--- src/rtl/regerr_pkg.sv ---
package regerr_pkg;
  localparam int unsigned DEF_W = 24;

  // Largest magnitude representable as a positive W-bit signed value.
  function automatic longint unsigned sat_max(input int unsigned w);
    return (longint'(1) << (w - 1)) - 1;
  endfunction
endpackage

--- src/rtl/regerr_mag.sv ---
module regerr_mag #(
  parameter int unsigned W = regerr_pkg::DEF_W
) (
  input  logic signed [W-1:0] ref_i,
  input  logic signed [W-1:0] meas_i,
  output logic        [W-1:0] mag_o
);
  localparam logic [W:0] SAT = (W+1)'(regerr_pkg::sat_max(W));

  logic signed [W:0] diff;
  logic        [W:0] absd;

  always_comb begin
    diff = $signed({ref_i[W-1], ref_i}) - $signed({meas_i[W-1], meas_i});
    absd = diff[W] ? (~diff + 1'b1) : diff;
    if (absd > SAT) mag_o = SAT[W-1:0];
    else            mag_o = absd[W-1:0];
  end
endmodule

--- src/rtl/regerr_thresh.sv ---
module regerr_thresh #(
  parameter int unsigned W       = regerr_pkg::DEF_W,
  parameter bit          LATCHED = 1'b0
) (
  input  logic         clk,
  input  logic         rst_n,
  input  logic         upd,
  input  logic [W-1:0] mag,
  input  logic [W-1:0] lim,
  input  logic         clr,
  output logic         flag
);
  logic over;
  assign over = upd && (mag > lim);

  generate
    if (LATCHED) begin : g_latched
      always_ff @(posedge clk) begin
        if (!rst_n)    flag <= 1'b0;
        else if (over) flag <= 1'b1;
        else if (clr)  flag <= 1'b0;
      end
    end else begin : g_follow
      always_ff @(posedge clk) begin
        if (!rst_n)    flag <= 1'b0;
        else if (clr)  flag <= 1'b0;
        else if (upd)  flag <= over;
      end
    end
  endgenerate
endmodule

--- src/rtl/regerr_peak.sv ---
module regerr_peak #(
  parameter int unsigned W = regerr_pkg::DEF_W
) (
  input  logic         clk,
  input  logic         rst_n,
  input  logic         upd,
  input  logic [W-1:0] mag,
  input  logic         start,
  output logic [W-1:0] run_peak
);
  always_ff @(posedge clk) begin
    if (!rst_n)                    run_peak <= '0;
    else if (start)                run_peak <= upd ? mag : '0;
    else if (upd && mag > run_peak) run_peak <= mag;
  end
endmodule

--- src/rtl/regerr_pub.sv ---
module regerr_pub #(
  parameter int unsigned W = regerr_pkg::DEF_W
) (
  input  logic         clk,
  input  logic         rst_n,
  input  logic         start,
  input  logic [W-1:0] din,
  input  logic         m_ready,
  output logic         m_valid,
  output logic [W-1:0] m_peak
);
  always_ff @(posedge clk) begin
    if (!rst_n) begin
      m_valid <= 1'b0;
      m_peak  <= '0;
    end else if (start) begin
      m_valid <= 1'b1;
      m_peak  <= din;
    end else if (m_ready) begin
      m_valid <= 1'b0;
    end
  end
endmodule

--- src/rtl/regerr_monitor.sv ---
module regerr_monitor #(
  parameter int unsigned W = regerr_pkg::DEF_W
) (
  input  logic                clk,
  input  logic                rst_n,
  input  logic                s_valid,
  output logic                s_ready,
  input  logic signed [W-1:0] s_ref,
  input  logic signed [W-1:0] s_meas,
  input  logic                cyc_start,
  input  logic        [W-1:0] warn_lim,
  input  logic        [W-1:0] flt_lim,
  input  logic                flt_clr,
  output logic                warn,
  output logic                fault,
  output logic                m_valid,
  input  logic                m_ready,
  output logic        [W-1:0] m_peak
);
  logic [W-1:0] mag;
  logic [W-1:0] run_peak;
  logic         take;

  assign s_ready = 1'b1;
  assign take    = s_valid && s_ready;

  regerr_mag #(.W(W)) u_mag (
    .ref_i(s_ref), .meas_i(s_meas), .mag_o(mag)
  );

  regerr_thresh #(.W(W), .LATCHED(1'b0)) u_warn (
    .clk(clk), .rst_n(rst_n), .upd(take), .mag(mag),
    .lim(warn_lim), .clr(1'b0), .flag(warn)
  );

  regerr_thresh #(.W(W), .LATCHED(1'b1)) u_fault (
    .clk(clk), .rst_n(rst_n), .upd(take), .mag(mag),
    .lim(flt_lim), .clr(flt_clr), .flag(fault)
  );

  regerr_peak #(.W(W)) u_peak (
    .clk(clk), .rst_n(rst_n), .upd(take), .mag(mag),
    .start(cyc_start), .run_peak(run_peak)
  );

  regerr_pub #(.W(W)) u_pub (
    .clk(clk), .rst_n(rst_n), .start(cyc_start), .din(run_peak),
    .m_ready(m_ready), .m_valid(m_valid), .m_peak(m_peak)
  );
endmodule

--- config.mk ---
export PLATFORM = sky130hd
export DESIGN_NAME = regerr_monitor
export DESIGN_NICKNAME = d
export VERILOG_FILES = /design/src/rtl/regerr_pkg.sv /design/src/rtl/regerr_mag.sv /design/src/rtl/regerr_thresh.sv /design/src/rtl/regerr_peak.sv /design/src/rtl/regerr_pub.sv /design/src/rtl/regerr_monitor.sv
export SDC_FILE = /design/constraint.sdc
export NUM_CORES = 1
export LEC_CHECK = 0
export BUFFER_PORTS_ARGS = -buffer_cell sky130_fd_sc_hd__buf_2
export CAP_MARGIN = 10
export CORE_UTILIZATION = 35
export DETAILED_ROUTE_END_ITERATION = 16
export PLACE_DENSITY = 0.53
export SKIP_LAST_GASP = 1
export SYNTH_ARGS = -nofsm -noshare
export SYNTH_HDL_FRONTEND = slang
export SYNTH_SLANG_ARGS = --single-unit
--- constraint.sdc ---
create_clock -name clk -period 13.25 [get_ports clk]
set_input_delay 1.325 -clock clk [delete_from_list [all_inputs] [get_ports clk]]
set_output_delay 1.325 -clock clk [all_outputs]
set_load 0.03 [all_outputs]
==> results.toml <==
[die]
ioPinCount = 130
die_y_um = 132
design.die.area_mm2 = 0.0174
start_util = 0.358
rows = 47
coreArea_mm2 = 0.0165
die_w_um = 132

[placement]
port_buffers = 128
gp_congestion = 0.898
hpwl_um = 13400
dpl_cell_area_mm2 = 0.00671

[logic_synthesis]
synthDistinctLibCells = 66
netlist_area_mm2 = 0.00591
yosys_warnings = 0
ys.flop_type = "dfxtp_1"
ys_ff_latch = 51
synthCells = 758
synth_edf_count = 0
ys_async_sr_fraction = 0
ys_seq_area_frac = 0.173
synth.avg_cell_area_um2 = 7.79

[routing]
vias_per_cell = 5.07
routed_wl_um = 16000
vias = 5527
wl_per_cell_um = 14.7
drc = 0
first_iter_violations = 298
ant_nets = 0
firstDrtPassIters = 5

[clock_tree]
cts_num_sinks = 51
cts_resized = 0
cts_hold_buf = 0
insertion_delay_ns = 0.29
cts_root_buf = "clkbuf_16"
cts_max_level = 2
post-cts-setup-buffers = 0
numCtsBuffers = 5
clk_pin_slew_worst_paths_ns = 0.07
clockBufferDepth = 2
cts_tree = "done"

[timing]
relSlewSlack = 0.358
holdWs_ns = 0.510
period_needed_ns = 7.52
min_period_over_period = 0.568
finalSetupViolations = 0
finalClockSkew_ns = 0.00503
hold_viol = 0
max_slew.worst_pin.slew_ns = 0.962
max_freq_mhz = 133
fin_setup_tns_ns = 0
slew_viol_final = 0
rsz0062_at_grt = "false"

[layout]
design_area_mm2 = 0.00685
area_growth_pct = 16.0
post-route-util = 0.415
final_nets = 1069
n_fill_cell = 1770
n_antenna_cell = 0
layout-drive-gt1-share = 0.193

[power_and_ir_drop]
p_int_w = 0.000401
p_leak_nw = 3.37
ir_worst_vdd_mv = 0.0760
seqPwrFrac = 0.252
cellPowerDensity_mw_per_mm2 = 103
switching_share = 0.430
power_frac_clock = 0.182
total_power_w = 0.000703
switching_power_w = 0.000302
p_comb_frac = 0.566

[global_route]
antenna_found_initial = 0
grt_max_degree = 33
grt_pass1_vias = 5308
grt_pass1_wl_um = 26400
grt_overflow = 0
track_usage = 0.186

[worst_setup_path]
arrival_ns = 7.76
worstPathRequired_ns = 13.48
worstPathMaxFanout = 23
endpoint_kind = "register"
crit_type = "in -> reg"
start_kind = "input port"

[run_status]
outcome = "finished clean"

[min_path]
min_path_type = "reg -> reg"

[job]
cap_violations = 0
[state kept, by name, indices dropped and copies added, names as in the netlist]
signal / count
u_fault.flag: 1
u_peak.run_peak: 24
u_pub.m_peak: 24
u_pub.m_valid: 1
u_warn.flag: 1
[layout make-up]
type,instances,area [um^2],share of cell area
multi-input combinational,580,4380,0.639
tap,220,275,0.0402
clock inverter,3,18.8,0.00274
inverter,101,379,0.0553
sequential,51,1020,0.149
timing repair buffer,130,656,0.0957
clock buffer,5,125,0.0183
[stage by stage]
| stage | std cells | setup WS, ns |
|---|---|---|
| final | 1090 | 5.73 |
| after global routing | 1090 | 5.16 |
| after CTS | 1090 | 5.78 |
| after detailed placement | 1082 | 5.54 |
| after global placement | 1082 | 5.55 |
| after floorplan | 760 | 6.94 |
[per-layer routing]
layer | global-route usage | up-vias | wire length, um
met5 | 0 | - | 0
met4 | 0.0504 | 0 | 294
met3 | 0.0165 | 20 | 547
met2 | 0.324 | 133 | 7430
met1 | 0.246 | 2464 | 7760
li1 | - | 2910 | -
[critical path, stage by stage]
cell	delay (ns)
buf_2	0.07
inv_1	0.03
ha_1	0.45
nand4_1	0.25
a2111oi_0	0.64
o2111ai_1	0.22
o211ai_1	0.16
xor2_1	0.19
a2111oi_0	0.60
a41oi_2	0.22
o2bb2ai_4	0.67
nand2_2	0.27
ha_1	0.38
and3_1	0.17
nand4_1	0.12
o21ai_0	0.20
a221oi_1	0.08
o311ai_0	0.38
a31oi_1	0.27
nor2_2	0.79
a22o_1	0.26
[kinds of logic after synthesis]
family | after synthesis | synth area share
other | 2 | 0.00127
buffers and inverters | 129 | 0.0881
AND/OR/NAND/NOR | 223 | 0.205
AO/OA/AOI/OAI | 200 | 0.237
flip-flops | 51 | 0.173
XOR/XNOR | 28 | 0.0415
adder cells (fa/ha/maj) | 98 | 0.209
multiplexers | 27 | 0.0460
[final timing paths]
kind | startpoint | to | slack, ns | depth (start not counted)
max | s_meas[12] | u_peak.run_peak[6] | 5.73 | 21
min | u_peak.run_peak[10] | u_peak.run_peak[10] | 0.51 | 1
max reg2reg | u_peak.run_peak[1] | u_peak.run_peak[6] | 10.16 | 10
min reg2reg | u_peak.run_peak[10] | u_peak.run_peak[10] | 0.51 | 1
[synth_stat cells, types with 5 or more instances]
library cell  instances  share of area
xor2_1               12          0.018
dfxtp_1              51           0.17
o21a_1               13          0.017
ha_1                 97           0.21
nand2b_1             10          0.011
nand3_1              12          0.010
nand4_1              17          0.018
a21o_1               21          0.027
or3_1                 7         0.0074
buf_2                 8         0.0068
mux2i_1              26          0.044
clkbuf_1             14         0.0089
nor2_1               36          0.023
xnor2_1              16          0.024
a22o_1               24          0.036
nor2b_1              41          0.043
a21oi_1              44          0.037
and3_1                8         0.0085
a31oi_1              15          0.016
inv_1               101          0.064
nor3_1               10         0.0085
and2_1                5         0.0053
nand2_1              39          0.025
nor4_1                7         0.0074
nand2_2              18          0.019
o21ai_0              36          0.030
[placed cells by master (no fill, tap or decap), types with 16 or more instances in the layout]
cell,synthesis,final
buf_2,8,128
inv_1,101,101
ha_1,97,97
dfxtp_1,51,51
a21oi_1,44,44
nor2b_1,41,41
nand2_1,39,39
o21ai_0,36,36
nor2_1,36,35
mux2i_1,26,26
a22o_1,24,24
a21o_1,21,21
nand2_2,18,18
nand4_1,17,17
xnor2_1,16,16
[power by group through the flow]
stage | Combinational, W | Sequential (W) | Clock, W
final | 0.000398 | 0.000177 | 0.000128
after detailed placement | 0.000396 | 0.000180 | 0
after global routing | 0.000452 | 0.000178 | 0.000139
after global placement | 0.000398 | 0.000180 | 0
after CTS | 0.000399 | 0.000177 | 0.000131
after floorplan | 0.000290 | 0.000186 | 0
No activity file was read; power rests on OpenSTA's default activity.
